### src/rtl/crit_pkg.sv
// Shared types for the thread criticality accumulator.
// Assumes nothing beyond the standard language.
package crit_pkg;
    // Service sequencer states: waiting for work, or waiting on the divider.
    typedef enum logic {SV_IDLE, SV_DIV} svc_state_t;
endpackage

### src/rtl/crit_div.sv
// Bit-serial restoring divider: quotient = floor(dvd_i / dvs_i).
// Assumes dvs_i is nonzero when start is pulsed. The result is valid while
// done is high, exactly DW cycles after the start edge, and done lasts one
// cycle.
module crit_div #(
    parameter int DW = 32,
    parameter int SW = 3
) (
    input  logic          clk,
    input  logic          rst_n,
    input  logic          start,
    input  logic [DW-1:0] dvd_i,
    input  logic [SW-1:0] dvs_i,
    output logic          done,
    output logic [DW-1:0] quo
);
    localparam int KW = $clog2(DW + 1);

    logic [SW-1:0] rem_q;
    logic [DW-1:0] quo_q;
    logic [SW-1:0] dvs_q;
    logic [DW-1:0] dvd_q;
    logic [KW-1:0] k_q;
    logic          run_q;
    logic [SW:0]   trial;
    logic [SW:0]   diff;
    logic          fits;

    // Trial subtraction for the current quotient bit.
    always_comb begin
        trial = {rem_q, quo_q[DW-1]};
        diff  = trial - {1'b0, dvs_q};
        fits  = trial >= {1'b0, dvs_q};
    end

    // Load the operands on start, then retire one quotient bit per cycle.
    always_ff @(posedge clk) begin
        if (!rst_n) begin
            rem_q <= '0;
            quo_q <= '0;
            dvs_q <= '0;
            dvd_q <= '0;
            k_q   <= '0;
            run_q <= 1'b0;
        end else if (start) begin
            rem_q <= '0;
            quo_q <= dvd_i;
            dvs_q <= dvs_i;
            dvd_q <= dvd_i;
            k_q   <= KW'(DW);
            run_q <= 1'b1;
        end else if (run_q) begin
            if (k_q != '0) begin
                rem_q <= fits ? diff[SW-1:0] : trial[SW-1:0];
                quo_q <= {quo_q[DW-2:0], fits};
                k_q   <= k_q - 1'b1;
            end else begin
                run_q <= 1'b0;
            end
        end
    end

    assign done = run_q && (k_q == '0);
    assign quo  = quo_q;

    logic [DW+SW-1:0] prod_x;
    logic [DW+SW-1:0] dvd_x;
    assign prod_x = {{SW{1'b0}}, quo_q} * {{DW{1'b0}}, dvs_q};
    assign dvd_x  = {{SW{1'b0}}, dvd_q};


    quo_floor_chk: assert property (@(posedge clk) disable iff (!rst_n)
        done |-> (prod_x <= dvd_x) && ((dvd_x - prod_x) < {{DW{1'b0}}, dvs_q}));
endmodule

### src/rtl/crit_evq.sv
// Pending event set. Captures start/stop pulses while accept is high,
// filters redundant ones and start+stop pairs, and offers the lowest
// pending thread index. Assumes accept and pop are never high together.
module crit_evq #(
    parameter int NT = 4,
    localparam int IW = $clog2(NT)
) (
    input  logic          clk,
    input  logic          rst_n,
    input  logic          accept,
    input  logic          pop,
    input  logic [NT-1:0] on_ev,
    input  logic [NT-1:0] off_ev,
    input  logic [NT-1:0] act_mask,
    output logic          any_pend,
    output logic [IW-1:0] sel,
    output logic          sel_on
);
    logic [NT-1:0] pon_q;
    logic [NT-1:0] poff_q;
    logic [NT-1:0] pend;
    logic          found;

    assign pend     = pon_q | poff_q;
    assign any_pend = |pend;

    // Priority pick: the lowest pending index wins.
    always_comb begin
        sel   = '0;
        found = 1'b0;
        for (int i = 0; i < NT; i++) begin
            if (pend[i] && !found) begin
                sel   = IW'(i);
                found = 1'b1;
            end
        end
        sel_on = pon_q[sel];
    end

    // Capture filtered pulses when idle; retire the picked entry on pop.
    always_ff @(posedge clk) begin
        if (!rst_n) begin
            pon_q  <= '0;
            poff_q <= '0;
        end else if (accept) begin
            pon_q  <= on_ev & ~off_ev & ~act_mask;
            poff_q <= off_ev & ~on_ev & act_mask;
        end else if (pop) begin
            pon_q[sel]  <= 1'b0;
            poff_q[sel] <= 1'b0;
        end
    end


    pend_legal_chk: assert property (@(posedge clk) disable iff (!rst_n)
        ((pon_q & act_mask) == '0) && ((poff_q & ~act_mask) == '0));
endmodule

### src/rtl/crit_bank.sv
// Per-thread score registers. Priority per thread: clear, then load,
// then addition of the interval share for threads flagged in add_mask.
// Assumes CW >= TW.
module crit_bank #(
    parameter int NT = 4,
    parameter int CW = 64,
    parameter int TW = 32,
    localparam int IW = $clog2(NT)
) (
    input  logic          clk,
    input  logic          rst_n,
    input  logic          clr,
    input  logic          ld_en,
    input  logic [IW-1:0] ld_sel,
    input  logic [CW-1:0] ld_val,
    input  logic          add_en,
    input  logic [NT-1:0] add_mask,
    input  logic [TW-1:0] add_val,
    input  logic [IW-1:0] rd_sel,
    output logic [CW-1:0] rd_val
);
    logic [CW-1:0] cnt_q [NT];
    logic [CW-1:0] share;

    assign share  = {{(CW-TW){1'b0}}, add_val};
    assign rd_val = cnt_q[rd_sel];

    for (genvar g = 0; g < NT; g++) begin : g_thr
        logic ld_hit;
        assign ld_hit = ld_en && (ld_sel == IW'(g));

        // Update one thread's score.
        always_ff @(posedge clk) begin
            if (!rst_n || clr) begin
                cnt_q[g] <= '0;
            end else if (ld_hit) begin
                cnt_q[g] <= ld_val;
            end else if (add_en && add_mask[g]) begin
                cnt_q[g] <= cnt_q[g] + share;
            end
        end


        idle_hold_chk: assert property (@(posedge clk) disable iff (!rst_n)
            (!clr && !ld_hit && !add_mask[g]) |=> $stable(cnt_q[g]));


        clr_zero_chk: assert property (@(posedge clk) disable iff (!rst_n)
            clr |=> (cnt_q[g] == '0));
    end
endmodule

### src/rtl/thread_crit_acc.sv
// Thread criticality accumulator top. Sequences pending events: at service
// start it zeroes the timer and either applies the state change at once (no
// thread working) or starts the divider. When the divider finishes, it adds
// the share to the threads that were working and then updates the flags.
// Assumes NT >= 2 and CW >= TW.
module thread_crit_acc #(
    parameter int NT = 4,
    parameter int CW = 64,
    parameter int TW = 32,
    localparam int IW = $clog2(NT),
    localparam int NW = $clog2(NT + 1)
) (
    input  logic          clk,
    input  logic          rst_n,
    input  logic [NT-1:0] thr_on_ev,
    input  logic [NT-1:0] thr_off_ev,
    output logic          busy_o,
    output logic [NT-1:0] active_o,
    output logic [NW-1:0] nactive_o,
    input  logic          win_clr,
    input  logic [IW-1:0] rd_sel,
    output logic [CW-1:0] rd_val,
    input  logic          ld_en,
    input  logic [IW-1:0] ld_sel,
    input  logic [CW-1:0] ld_val
);
    import crit_pkg::*;

    localparam int DWW = $clog2(TW + 2);

    svc_state_t    state_q;
    logic [NT-1:0] mask_q;
    logic [NW-1:0] nact_q;
    logic [TW-1:0] timer_q;
    logic [IW-1:0] cur_idx_q;
    logic          cur_on_q;

    logic          any_pend;
    logic [IW-1:0] sel;
    logic          sel_on;
    logic          take;
    logic          div_start;
    logic          div_done;
    logic [TW-1:0] quo;
    logic          apply_div;
    logic          upd_en;
    logic [IW-1:0] upd_idx;
    logic          upd_on;

    assign busy_o    = any_pend || (state_q == SV_DIV);
    assign take      = (state_q == SV_IDLE) && any_pend;
    assign div_start = take && (nact_q != '0);
    assign apply_div = (state_q == SV_DIV) && div_done;
    assign active_o  = mask_q;
    assign nactive_o = nact_q;

    // Select which event, if any, changes the working state this cycle.
    always_comb begin
        upd_en  = (take && (nact_q == '0)) || apply_div;
        upd_idx = apply_div ? cur_idx_q : sel;
        upd_on  = apply_div ? cur_on_q : sel_on;
    end

    crit_evq #(.NT(NT)) evq_i (
        .clk      (clk),
        .rst_n    (rst_n),
        .accept   (!busy_o),
        .pop      (take),
        .on_ev    (thr_on_ev),
        .off_ev   (thr_off_ev),
        .act_mask (mask_q),
        .any_pend (any_pend),
        .sel      (sel),
        .sel_on   (sel_on)
    );

    crit_div #(.DW(TW), .SW(NW)) div_i (
        .clk   (clk),
        .rst_n (rst_n),
        .start (div_start),
        .dvd_i (timer_q),
        .dvs_i (nact_q),
        .done  (div_done),
        .quo   (quo)
    );

    crit_bank #(.NT(NT), .CW(CW), .TW(TW)) bank_i (
        .clk      (clk),
        .rst_n    (rst_n),
        .clr      (win_clr),
        .ld_en    (ld_en),
        .ld_sel   (ld_sel),
        .ld_val   (ld_val),
        .add_en   (apply_div),
        .add_mask (mask_q),
        .add_val  (quo),
        .rd_sel   (rd_sel),
        .rd_val   (rd_val)
    );

    // Interval timer: zeroed on service start or window clear, saturating.
    always_ff @(posedge clk) begin
        if (!rst_n || win_clr || take) begin
            timer_q <= '0;
        end else if (timer_q != '1) begin
            timer_q <= timer_q + 1'b1;
        end
    end

    // Service sequencer and working-state registers.
    always_ff @(posedge clk) begin
        if (!rst_n) begin
            state_q   <= SV_IDLE;
            mask_q    <= '0;
            nact_q    <= '0;
            cur_idx_q <= '0;
            cur_on_q  <= 1'b0;
        end else begin
            if (take) begin
                cur_idx_q <= sel;
                cur_on_q  <= sel_on;
                if (nact_q != '0) state_q <= SV_DIV;
            end else if (apply_div) begin
                state_q <= SV_IDLE;
            end
            if (upd_en) begin
                mask_q[upd_idx] <= upd_on;
                nact_q          <= upd_on ? nact_q + 1'b1 : nact_q - 1'b1;
            end
        end
    end

    // Cycles spent waiting on the divider, for the latency check.
    logic [DWW-1:0] dwell_q;
    always_ff @(posedge clk) begin
        if (!rst_n || state_q != SV_DIV) dwell_q <= '0;
        else                             dwell_q <= dwell_q + 1'b1;
    end


    nact_match_chk: assert property (@(posedge clk) disable iff (!rst_n)
        nact_q == NW'($countones(mask_q)));


    div_dwell_chk: assert property (@(posedge clk) disable iff (!rst_n)
        (state_q == SV_DIV) |-> (dwell_q <= DWW'(TW)));
endmodule

### config.mk
export PLATFORM = sky130hd
export DESIGN_NAME = thread_crit_acc
export DESIGN_NICKNAME = d
export VERILOG_FILES = /design/src/rtl/crit_pkg.sv /design/src/rtl/crit_div.sv /design/src/rtl/crit_evq.sv /design/src/rtl/crit_bank.sv /design/src/rtl/thread_crit_acc.sv
export SDC_FILE = /design/constraint.sdc
export NUM_CORES = 1
export LEC_CHECK = 0
export ABC_AREA = 0
export BUFFER_PORTS_ARGS = -buffer_cell sky130_fd_sc_hd__clkbuf_2
export CAP_MARGIN = 25
export CORE_UTILIZATION = 56
export CTS_CLUSTER_SIZE = 14
export DETAILED_ROUTE_END_ITERATION = 10
export PLACE_DENSITY = 0.74
export SLEW_MARGIN = 10
export SYNTH_ARGS = -nofsm -noshare
export SYNTH_HDL_FRONTEND = slang
export SYNTH_SLANG_ARGS = --single-unit
export TNS_END_PERCENT = 100
### constraint.sdc
create_clock -name clk -period 6 [get_ports clk]
set_input_delay 0.9 -clock clk [delete_from_list [all_inputs] [get_ports clk]]
set_output_delay 0.9 -clock clk [all_outputs]
set_load 0.05 [all_outputs]
==> run_results.csv <==
group,metric,value,unit
global_routing,gr-usage-met2,54.9,%
clock_network,clk_pin_slew,0.06,ns
detailed_routing,drt_pass1_iterations,6,
global_routing,globalRouteMet1Util,46.6,%
timing,setup_viol,0,
detailed_routing,vias_per_cell,6.61,
worst_setup_path,end_kind,"flip-flop",
logic_synthesis,async_flop_share,0,%
worst_setup_path,crit_arrival,4.61,ns
clock_network,post_cts_buffers,0,
timing,fin_crit,4.28,ns
placed_design,post-place-ws,1.64,ns
finish,final_cell_mix,"489 x nand2_1, 319 x o21ai_0, 256 x edfxtp_1, 173 x a21oi_1, 173 x nor2_1",
clock_network,root_buffer,"clkbuf_16",
logic_synthesis,ys_warn_count,0,
global_routing,grt_use_total,34.4,%
power,leakagePower,10.8,nW
finish,layout.nets,3136,
power,power.density,294,mW/mm^2
global_routing,use_met3,6.54,%
finish,final_util,63.3,%
placed_design,place.gp.congestion,1.02,
placed_design,hpwl,59200,um
floorplanning,die_width,216,um
logic_synthesis,ys_seq_area_share,37.6,%
clock_network,clock_latency,0.60,ns
detailed_routing,vias,23422,
logic_synthesis,yosys_most_used_dff,"edfxtp_1",
timing,finalCritPeriodShare,71.4,%
finish,drive_above_1_share,11.7,%
logic_synthesis,ys_types,75,
timing,skew,0.0273,ns
logic_synthesis,netlist_area,0.0255,mm^2
detailed_routing,routed_wirelength,80700,um
timing,relSlewSlack,34.8,%
global_routing,grt_max_degree,70,
worst_setup_path,r2r_slack,1.72,ns
clock_network,tritoncts,"done",
timing,max_freq,233,MHz
global_routing,antenna_found_initial,1,
timing,rsz0062_at_grt,"no",
finish,layout_commonest_cell,"nand2_1",
clock_network,ctsResizeCount,0,
clock_network,htreeDepth,2,
logic_synthesis,ys_ff_latch,352,
floorplanning,core-area,0.0446,mm^2
global_routing,top_usage_layer,"met2",
placed_design,io_buffers,151,
worst_setup_path,cp.required,6.32,ns
timing,final_max_slew_viol_count,0,
floorplanning,die_h,216,um
worst_setup_path,cp-start-kind,"flip-flop",
detailed_routing,drtIter0Drc,2834,
worst_setup_path,critPathKind,"reg -> reg",
power,ir_drop,0.000300,V
clock_network,clock_sinks,352,
floorplanning,dieArea,0.0465,mm^2
timing,setup_ws,1.72,ns
clock_network,clockBufferDepth,3,
job,drv_cap,0,
logic_synthesis,synth_nets,3055,
floorplanning,start_util,57.2,%
logic_synthesis,synth_edf_count,256,
logic_synthesis,synth_area_per_cell,9.01,um^2
power,p_total,8.30,mW
timing,hold_viol_final,0,
detailed_routing,ant_nets,0,
worst_setup_path,worstPathMaxFanout,17,
finish,stdcell_count,3541,
finish,syn2layout_area_growth,10.6,%
clock_network,cts-hold-fix-buffers,0,
detailed_routing,drc_errors,0,
placed_design,dp_cells,3460,
floorplanning,io_pins,152,
global_routing,overflow,0,
finish,antenna_cells,0,
status,status,"complete, no violations",
logic_synthesis,syn-instance-count,2835,
timing,timing.setup.tns,0,ns
detailed_routing,routedWlPerCell,22.8,um
timing,worst_slew_pin_slew,0.977,ns
clock_network,numCtsBuffers,42,
floorplanning,rows,77,
hold_path,hp-class,"reg -> reg",
global_routing,grt_pass1_wl,127000,um
global_routing,grt_pass1_vias,22663,
[cell families (layout without fill, tap and decap cells)]
group	after synthesis	after routing	share of synthesized area [%]
AND/OR/NAND/NOR	1033	1033	18.9
AO/OA/AOI/OAI	777	777	18.3
flip-flops	352	352	37.6
XOR/XNOR	264	264	9.05
buffers and inverters	192	306	2.89
adder cells (fa/ha/maj)	140	140	7.04
multiplexers	77	77	6.16
[sequential cells by signal, summed over array words and instances, names as in the netlist]
register	flops
bank_i.cnt_q	256
div_i.quo	32
timer_q	32
div_i.k_q	6
active_o	4
evq_i.poff_q	4
evq_i.pon_q	4
div_i.dvs_q	3
div_i.rem_q	3
nactive_o	3
cur_idx_q	2
cur_on_q	1
div_i.run_q	1
state_q	1
[path summary, 6_finish.rpt]
| path | from | to | cells past startpoint |
|---|---|---|---|
| max reg2reg | bank_i.cnt_q[1][0]$_DFFE_PP_ | bank_i.cnt_q[1][56]$_DFFE_PP_ | 11 |
| min | evq_i.poff_q[3]$_SDFFE_PN0P_ | evq_i.poff_q[3]$_SDFFE_PN0P_ | 2 |
| min reg2reg | evq_i.poff_q[3]$_SDFFE_PN0P_ | evq_i.poff_q[3]$_SDFFE_PN0P_ | 2 |
| max | bank_i.cnt_q[1][0]$_DFFE_PP_ | bank_i.cnt_q[1][56]$_DFFE_PP_ | 11 |
[synth_stat cells, types with 16 or more instances]
library cell	count	area, um^2
nand2_1	489	1840
o21ai_0	319	1600
edfxtp_1	256	7690
nor2_1	177	664
a21oi_1	173	866
xnor2_1	162	1420
ha_1	134	1680
clkbuf_1	122	458
xor2_1	102	893
dfxtp_1	96	1920
nand3_1	73	365
a21o_1	72	541
mux4_2	64	1440
and3_1	50	313
inv_1	50	188
nor3_1	50	250
nand4_1	44	275
a311oi_1	34	298
or3_1	23	144
a31oi_1	22	138
nor4_1	21	131
and2_1	20	125
a211oi_1	18	135
o21bai_1	17	128
and4_1	16	140
[routing by layer]
metal,up-vias,wire length [um]
met4,2,2910
met1,11276,32500
met5,-,13
met3,204,8410
li1,10622,-
met2,1318,36900
[where the power goes]
part / switching (mW) / internal (mW)
Sequential: 0.339 / 2.81
Clock: 1.10 / 1.46
Combinational: 1.64 / 0.947
[critical path, cell delays in order, from the launching register on]
cell and delay [ns]:
edfxtp_1 0.40, ha_1 0.24, fa_1 0.44, a211oi_1 0.43, o21ai_0 0.42, nand3_1 0.18, nand2_1 0.16, a21boi_0 0.33
o21a_1 0.83, a2111oi_0 0.29, xnor2_1 0.18, o21ai_0 0.10
[through the flow]
step           hold slack, ns  instance area [um^2]
2_1_floorplan           0.445                 25500
3_3_place_gp            0.465                 26700
3_5_place_dp            0.483                 26800
4_1_cts                 0.491                 28200
5_1_grt                 0.520                 28300
6_report                0.491                 28300
[cell type report]
cell class                      count  area [um^2]
Clock buffer                       64         1260
Tap cell                          592          741
Clock inverter                     13         87.6
Multi-Input combinational cell   2291        15300
Inverter                           51          191
Sequential cell                   352         9610
Fill cell                        3734        16400
Timing Repair Buffer              178         1060
(Power assumes the default switching activity.)
